**config.mk**
```make
export PLATFORM = sky130hd
export DESIGN_NAME = trace_ring_buf
export DESIGN_NICKNAME = d
export VERILOG_FILES = /design/src/rtl/trace_ring_buf.sv
export SDC_FILE = /design/constraint.sdc
export NUM_CORES = 2
export LEC_CHECK = 0
export BUFFER_PORTS_ARGS = -buffer_cell sky130_fd_sc_hd__buf_2
export CAP_MARGIN = 30
export CELL_PAD_IN_SITES_DETAIL_PLACEMENT = 0
export CELL_PAD_IN_SITES_GLOBAL_PLACEMENT = 1
export CORE_MARGIN = 4
export CORE_UTILIZATION = 50
export CTS_CLUSTER_SIZE = 12
export DETAILED_ROUTE_END_ITERATION = 6
export HOLD_SLACK_MARGIN = 0.12
export MAX_ROUTING_LAYER = met4
export PLACE_DENSITY_LB_ADDON = 0.1
export SLEW_MARGIN = 0
export SYNTH_ARGS = -nofsm -noshare
export SYNTH_HDL_FRONTEND = slang
export SYNTH_SLANG_ARGS = --single-unit
```
**constraint.sdc**
```tcl
create_clock -name clk -period 5 [get_ports clk]
set_input_delay 0.25 -clock clk [delete_from_list [all_inputs] [get_ports clk]]
set_output_delay 0.25 -clock clk [all_outputs]
set_load 0.005 [all_outputs]
```
**src/rtl/trace_ring_buf.sv**
```systemverilog
module trace_ring_buf #(
  parameter int DEPTH       = 64,
  parameter int FRAME_WORDS = 4,
  parameter int ADDR_W      = 12
) (
  input  logic              clk,
  input  logic              rst_n,
  input  logic              reg_wr,
  input  logic              reg_rd,
  input  logic [ADDR_W-1:0] reg_addr,
  input  logic [31:0]       reg_wdata,
  output logic [31:0]       reg_rdata,
  input  logic              trc_valid,
  input  logic [31:0]       trc_data,
  input  logic              trc_trigger
);
  localparam int PW = $clog2(DEPTH);
  localparam int FW = $clog2(FRAME_WORDS);
  localparam logic [PW-1:0] LAST = PW'(DEPTH - 1);

  localparam logic [ADDR_W-1:0] A_DEPTH = ADDR_W'('h004);
  localparam logic [ADDR_W-1:0] A_STAT  = ADDR_W'('h00C);
  localparam logic [ADDR_W-1:0] A_RDATA = ADDR_W'('h010);
  localparam logic [ADDR_W-1:0] A_RPTR  = ADDR_W'('h014);
  localparam logic [ADDR_W-1:0] A_WPTR  = ADDR_W'('h018);
  localparam logic [ADDR_W-1:0] A_TCNT  = ADDR_W'('h01C);
  localparam logic [ADDR_W-1:0] A_CTRL  = ADDR_W'('h020);
  localparam logic [ADDR_W-1:0] A_WDATA = ADDR_W'('h024);
  localparam logic [ADDR_W-1:0] A_HSTAT = ADDR_W'('h300);
  localparam logic [ADDR_W-1:0] A_HCTRL = ADDR_W'('h304);

  logic [31:0]   mem [DEPTH];
  logic [PW-1:0] wr_ptr, rd_ptr;
  logic          full, cap_en, fmt_en, flush_req, stop_on_flush, stop_on_trig;
  logic          stopped, armed, drain;
  logic [31:0]   trig_cnt;

  wire sw_wptr  = reg_wr && reg_addr == A_WPTR;
  wire sw_wdata = reg_wr && reg_addr == A_WDATA;
  wire sw_rptr  = reg_wr && reg_addr == A_RPTR;
  wire sw_tcnt  = reg_wr && reg_addr == A_TCNT;
  wire sw_ctrl  = reg_wr && reg_addr == A_CTRL;
  wire sw_hctrl = reg_wr && reg_addr == A_HCTRL;
  wire rd_adv   = reg_rd && reg_addr == A_RDATA;
  wire restart  = sw_ctrl && reg_wdata[0];

  wire sw_owns  = sw_wptr || sw_wdata;
  wire live     = cap_en && !stopped;
  wire aligned  = wr_ptr[FW-1:0] == '0;
  wire busy     = drain || flush_req;
  wire cnt_zero = trig_cnt == '0;
  wire trig_hit = trc_trigger && stop_on_trig && live && !armed && !drain;
  wire counting = armed || trig_hit;

  wire trc_acc  = live && trc_valid && !busy && !(counting && cnt_zero) && !sw_owns;
  wire pad      = live && busy && !aligned && !sw_owns;
  wire mem_we   = trc_acc || pad || sw_wdata;
  wire [31:0] mem_wd = sw_wdata ? reg_wdata : (pad ? 32'd0 : trc_data);
  wire settle   = busy && (aligned || !live);
  wire expire   = armed && cnt_zero && !drain;

  wire [PW-1:0] wr_nxt = (wr_ptr == LAST) ? '0 : wr_ptr + 1'b1;
  wire [PW-1:0] rd_nxt = (rd_ptr == LAST) ? '0 : rd_ptr + 1'b1;

  always_ff @(posedge clk)
    if (mem_we) mem[wr_ptr] <= mem_wd;

  always_ff @(posedge clk) begin
    if (!rst_n) begin
      wr_ptr        <= '0;
      rd_ptr        <= '0;
      full          <= 1'b0;
      cap_en        <= 1'b0;
      fmt_en        <= 1'b0;
      flush_req     <= 1'b0;
      stop_on_flush <= 1'b0;
      stop_on_trig  <= 1'b0;
      stopped       <= 1'b0;
      armed         <= 1'b0;
      drain         <= 1'b0;
      trig_cnt      <= '0;
      reg_rdata     <= '0;
    end else begin
      if (sw_wptr)     wr_ptr <= reg_wdata[PW-1:0];
      else if (mem_we) wr_ptr <= wr_nxt;

      if (sw_wptr)                        full <= 1'b0;
      else if (mem_we && wr_ptr == LAST)  full <= 1'b1;

      if (sw_rptr)     rd_ptr <= reg_wdata[PW-1:0];
      else if (rd_adv) rd_ptr <= rd_nxt;

      if (sw_ctrl) cap_en <= reg_wdata[0];

      if (sw_hctrl) begin
        fmt_en        <= reg_wdata[0];
        flush_req     <= reg_wdata[6];
        stop_on_flush <= reg_wdata[12];
        stop_on_trig  <= reg_wdata[13];
      end else if (settle) begin
        flush_req <= 1'b0;
      end

      if (restart)
        stopped <= 1'b0;
      else if (settle && (drain || (flush_req && stop_on_flush)))
        stopped <= 1'b1;

      if (restart)      drain <= 1'b0;
      else if (expire)  drain <= 1'b1;
      else if (settle)  drain <= 1'b0;

      if (restart || expire) armed <= 1'b0;
      else if (trig_hit)     armed <= 1'b1;

      if (sw_tcnt)                               trig_cnt <= reg_wdata;
      else if (trc_acc && counting && !cnt_zero) trig_cnt <= trig_cnt - 1'b1;

      if (reg_rd) begin
        unique case (reg_addr)
          A_DEPTH: reg_rdata <= 32'(DEPTH);
          A_STAT:  reg_rdata <= {31'd0, full};
          A_RDATA: reg_rdata <= mem[rd_ptr];
          A_RPTR:  reg_rdata <= 32'(rd_ptr);
          A_WPTR:  reg_rdata <= 32'(wr_ptr);
          A_TCNT:  reg_rdata <= trig_cnt;
          A_CTRL:  reg_rdata <= {31'd0, cap_en};
          A_HSTAT: reg_rdata <= {30'd0, stopped || !cap_en, 1'b0};
          A_HCTRL: reg_rdata <= {18'd0, stop_on_trig, stop_on_flush, 5'd0,
                                 flush_req, 5'd0, fmt_en};
          default: reg_rdata <= '0;
        endcase
      end
    end
  end
endmodule

```
Yosys cells after proc, flatten, opt, wreduce, memory -nomap -nowiden
Memory sizes are Yosys's and may differ from the RTL's. A register that Yosys moved wholly into a read port is not among the register bits. Cells that the tools add are included.

Word-level logic and storage cells: 106. Memory bits (read-only): 0. Memories kept: 1. Bits in registers: 85. Latch bits: 0. Memory bits (writable): 2048. Output and inout port bits: 32.

Memory list: mem (words 64, width 32, read ports 1, clocked after memory_dff 1, wr ports 1, RTL line 32) `logic [31:0] mem [DEPTH];`.

Shifts and indexed selects: 0. Reduce and logical (&&, ||, !) cells: 58. Mux-type cells: 18. Div/mod/pow operators: 0. Multipliers: 0. Bitwise logic cells: 1. $lt $le $gt $ge: 0. Add/subtract/negate cells: 3. Eq/ne operators: 12.

Operators by type and width (count): case mux 32 bit (9 select lines) (1); 2-to-1 mux 32 bit (4); == test 12 x 5 -> 1 bit (second input constant) (4); 2-to-1 mux 6 bit (8); logical NOT 32 bit (1); subtractor 32 x 1 -> 32 bit (second input constant) (1); logical AND 1 bit (29); == test 12 x 10 -> 1 bit (second input constant) (2); == test 12 x 6 -> 1 bit (second input constant) (2); adder 6 x 1 -> 6 bit (second input constant) (2); == test 12 x 3 -> 1 bit (second input constant) (1); == test 12 x 4 -> 1 bit (second input constant) (1); == test 6 bit (second input constant) (2); logical NOT 1 bit (10); nonzero test 2 bit (5); logical OR 1 bit (9); OR reduction 2 bit (3); 2-to-1 mux 1 bit (5); logical NOT 2 bit (1); inverter 1 bit (1).

Logic depth before layout (Yosys ltp)
Depth after elaboration: 14. Gate-level depth with buffers: 12.

Worst setup path before layout
No wires, ideal clock.

Path kind: input to register. Start point: in reg_addr[7]. End point: mem mem[0][10] (data pin). Cell stages on the path: 7. Arrival: 4397 ps. Library setup time: 701 ps. Path buffers: 2. Path slack: -99 ps. Cells stage by stage: or4_1 > buf_2 > nor4_4 > a21o_2 > clkbuf_1 > nand2_1 > o21ai_0.

Cells in the longest elaborated chain, start to end: 7. Elaborated cells between the ends (all ways): 9.

Ends and longest elaborated chain: start, declared (RTL line 10) `input logic [ADDR_W-1:0] reg_addr,`; == test 12 x 5 -> 1 bit or == test 12 x 6 -> 1 bit (tied branches) (RTL line 38, 39); logical AND 1 bit (on tied branches) (RTL line 38, 39); logical OR 1 bit (RTL line 47) `wire sw_owns = sw_wptr || sw_wdata;`; logical NOT 1 bit (RTL line 56) `wire pad = live && busy && !aligned && !sw_owns;`; logical AND 1 bit (RTL line 56); 2-to-1 mux 32 bit (RTL line 58) `wire [31:0] mem_wd = sw_wdata ? reg_wdata : (pad ? 32'd0 : trc_data);`; 2-to-1 mux 32 bit * (RTL line 58); via mem_wd[10] (RTL line 58); end, declared (RTL line 32).

The timed path passes the listed nets; every way through them passes the cells marked *.

Final worst setup path
Start point: reg wr_ptr[0]. End point: mem mem[34][10] (enable).

Cells in the longest elaborated chain, start to end: 8.

Ends and longest elaborated chain: start, declared (RTL line 33) `logic [PW-1:0] wr_ptr, rd_ptr;`; start signal, assigned (RTL line 84) `if (sw_wptr) wr_ptr <= reg_wdata[PW-1:0];`; start signal, assigned (RTL line 85) `else if (mem_we) wr_ptr <= wr_nxt;`; logical NOT 2 bit (RTL line 49) `wire aligned = wr_ptr[FW-1:0] == '0;`; logical NOT 1 bit (RTL line 56); logical AND 1 bit (2 in series) (RTL line 56); logical OR 1 bit (2 in series) (RTL line 57) `wire mem_we = trc_acc || pad || sw_wdata;`; 2-to-1 mux 1 bit (RTL line 66) `if (mem_we) mem[wr_ptr] <= mem_wd;`; 2-to-1 mux 1 bit (implied by the code) (RTL line 66).

Several ways; a longest one is shown, not always the timed one.

==> summary.txt <==
Run status
  – Status: completed

Detailed routing
  – # DRC: 0
  – DRT Pass-1 Iters: 7
  – Detail Route Antenna Nets: 0
  – DR vias/cell: between 6 and 7
  – Via count: 43800
  – Routed wire per std cell: 34.6 µm
  – Final WL: around 240000 µm
  – DRT iter0 DRCs: 5680

Synthesis
  – Post-synth net total: 4190
  – Synth warnings: 0
  – Post-synth EDFFs: 2048
  – Cell Area, Synth: approximately 84000 µm²
  – Distinct cells, synth: 78
  – Asr flop ratio synth: 0
  – Cells after Synth: 4104
  – Dominant synthesized flop cell: edfxtp_1
  – Flops & latches, synth: approximately 2100
  – Sequential share of the synthesized area: 0.757
  – Syn Area/Cell: roughly 20 µm²

Critical path
  – Crit end category: flip-flop
  – Critical path class: reg2reg
  – Crit start category: flip-flop
  – Crit. path cell count: 11
  – CP required: 5.49 ns
  – Slowest-stage cell, CP: dfxtp_1
  – CP Cell Sequence: inv_1 -> ha_1 -> nor3b_1 -> o21ai_0 -> a21o_2 -> o211ai_2 -> nor2b_1 -> nand2_1 -> buf_4 -> nor2_4 -> buf_4
  – Largest stage delay, worst path: around 0.51 ns
  – Max Fanout on Critical Path: 17
  – Crit-path most repeated cell: buf_4
  – Arrival time worst endpoint: ~4.6 ns
  – R2R depth: 11
  – Delay-heaviest family, CP: simple AND/OR/NAND/NOR gates
  – CP bufs+invs: 3

CTS
  – Clk_lat worst skew: 0.84 ns
  – CTS Hold Buffers Added: 73
  – Setup Fix Bufs, Post-CTS: 0
  – PostCTS Resize Cnt: 0
  – Clk root buf: clkbuf_16
  – # clock sinks: 2139
  – TritonCTS clock tree: done
  – CTS clock-pin slew for the worst setup and hold paths: 0.06 ns
  – Total CTS buffers: between 200 and 250
  – H-tree levels: 4
  – Clock Tree Buf Depth: 3

Cells and area
  – Fraction of layout cells with a size suffix above 1: 0.271
  – Layout net count: 4575
  – Design area: roughly 96000 µm²
  – Final instance count without filler cells: just under 7000
  – Layout overhead on the synthesized area: 14.6%

STA
  – Final Skew: about 0.020 ns
  – Period utilization: 0.820
  – Setup ws final: 0.899 ns
  – Fin crit period: roughly 4.1 ns
  – Max Freq: between 0.2 and 0.25 GHz
  – Final hold vios: 0
  – Max-slew violations: 0
  – Slew margin rel.: 0.272
  – # setup viols final: 0
  – TNS Setup: 0 ns
  – Actual slew at the worst max-slew pin: about 1.1 ns
  – RSZ-0062 raised after global routing: no

GRT
  – Global-route wire length before repair: between 300000 and 400000 µm
  – Overall Global Routing Usage: 0.282
  – Largest net degree at the start of global routing: 66
  – Global routing usage on met3: 0.0582
  – GRT overflow: 0
  – Met1 usage: 0.422
  – GR Util met2: 0.410
  – Antenna violations before repair: 12
  – Grt peak-use layer: met1
  – Vias in the first global route: between 40000 and 50000

Floorplanning
  – Initial core utilization: 0.505
  – Die span in y: between 400 and 500 µm
  – IO Count: 114
  – Die Wd: between 400 and 500 µm
  – Die area: ~170000 µm²
  – Core footprint: 166000 µm²
  – Row count: approximately 150

Placement
  – Dpl cells: about 6400
  – GP Congestion: 0.872
  – Dpl hpwl: between 100000 and 150000 µm
  – Area after DPL: slightly below 90000 µm²
  – Pre-CTS WS: 0.893 ns
  – I/O Buffers: 113

Hold path
  – WHS Path Cells: 4
  – Worst hold path type: in2reg

Flow run
  – Max-Cap Viols: 0

Pwr
  – Max VDD drop: ~0.35 mV
  – PwrDens: around 370 nW/µm²
  – LEAKAGE: 29.6 nW
[per-stage QoR]
step	power [mW]	util	hold WS, ns
CTS	35.3	0.579	0.158
floorplan	20.2	-	0.380
finish	35.1	0.579	0.226
global route	36.1	0.579	0.232
global placement	20.4	0.534	0.477
detailed placement	20.5	0.535	0.485
[cell type report]
type / instances / area (µm²)
Fill cell: 12300 / 69700
Sequential cell: 2139 / 63300
Multi-Input combinational cell: 1721 / 19900
Clock buffer: 287 / 5700
Timing Repair Buffer: 397 / 3350
Tap cell: 2189 / 2740
Clock inverter: 81 / 696
Inverter: 15 / 63.8
Antenna cell: 8 / 20.0
[Yosys cell counts (12+ instances only)]
cell	count	area (µm²)
edfxtp_1	2048	61500
mux4_2	524	11800
nand2_1	233	875
nor2_1	154	578
o21ai_0	125	626
mux2i_1	116	1160
a21oi_1	98	490
clkbuf_1	93	349
dfxtp_1	91	1820
buf_2	59	295
buf_4	38	285
nand3_1	38	190
a31oi_1	27	169
and3_1	27	169
nor2b_1	26	163
nor3_1	26	130
a211oi_1	23	173
a22oi_1	23	173
buf_1	23	86.3
mux2_2	21	236
o22ai_1	19	119
a2111oi_0	18	158
nand4_1	17	106
buf_6	16	180
a221oi_1	15	131
a222oi_1	15	150
and2_1	14	87.6
nor4_1	14	87.6
xor2_1	13	114
inv_1	12	45.0
xnor2_1	12	105
[layout by cell type (no fill, tap or decap), drive strengths merged, types with 6 or more instances in the layout]
master / Yosys / routed
edfxtp: 2048 / 2048
mux4: 524 / 524
buf: 136 / 324
clkbuf: 93 / 287
nand2: 238 / 238
nor2: 154 / 154
o21ai: 126 / 126
mux2i: 116 / 116
a21oi: 98 / 98
dfxtp: 91 / 91
dlygate4sd3: 0 / 73
clkinv: 1 / 66
nand3: 39 / 39
nor3: 28 / 28
and3: 27 / 27
a31oi: 27 / 27
nor2b: 26 / 26
a22oi: 23 / 23
a211oi: 23 / 23
inv: 14 / 22
mux2: 21 / 21
o22ai: 19 / 19
a2111oi: 18 / 18
nand4: 17 / 17
nor4: 16 / 16
and2: 16 / 16
a222oi: 15 / 15
a221oi: 15 / 15
xor2: 13 / 13
xnor2: 12 / 12
o211ai: 9 / 9
diode: 0 / 8
nand2b: 8 / 8
or3: 7 / 7
a32oi: 7 / 7
o2111ai: 6 / 6
[final timing paths]
| path | start | endpoint | slack [ns] |
|---|---|---|---|
| hold / removal | trc_data[1] | mem[5][1] | 0.23 |
| setup / recovery | wr_ptr[0] | mem[34][10] | 0.90 |
| setup reg to reg | wr_ptr[0] | mem[34][10] | 0.90 |
| hold reg to reg | reg_rdata[7] | reg_rdata[7] | 0.49 |
[tightest hold or removal path: stages]
cell and delay, ns:
buf_2 0.10, nand2_1 0.10, o21ai_4 0.05, buf_4 0.27
[metal layers]
metal	wire length [µm]	vias up
met4	3860	0
li1	-	17900
met2	108000	2125
met1	102000	23600
met5	0	-
met3	21800	244
[where the power goes]
group	switching, mW	internal (mW)	total (mW)
Sequential	0.00131	19.6	19.6
Clock	6.74	8.19	14.9
Combinational	0.403	0.111	0.514
[flip-flops by register name, indices dropped and copies added (netlist names), named ones only]
register and flops:
armed 1, cap_en 1, drain 1, flush_req 1, fmt_en 1, full 1
mem 2048, rd_ptr 6, reg_rdata 32, stop_on_flush 1, stop_on_trig 1, stopped 1
trig_cnt 32, wr_ptr 6
[cell families after synthesis]
logic type,Yosys count,share of synthesized area
simple gates,603,0.0337
fa+ha+maj,4,0.000599
compound gates,428,0.0329
flops,2139,0.757
xor+xnor,25,0.00262
buf+inv,244,0.0150
mux,661,0.158
No activity file was read; power rests on OpenSTA's default activity.
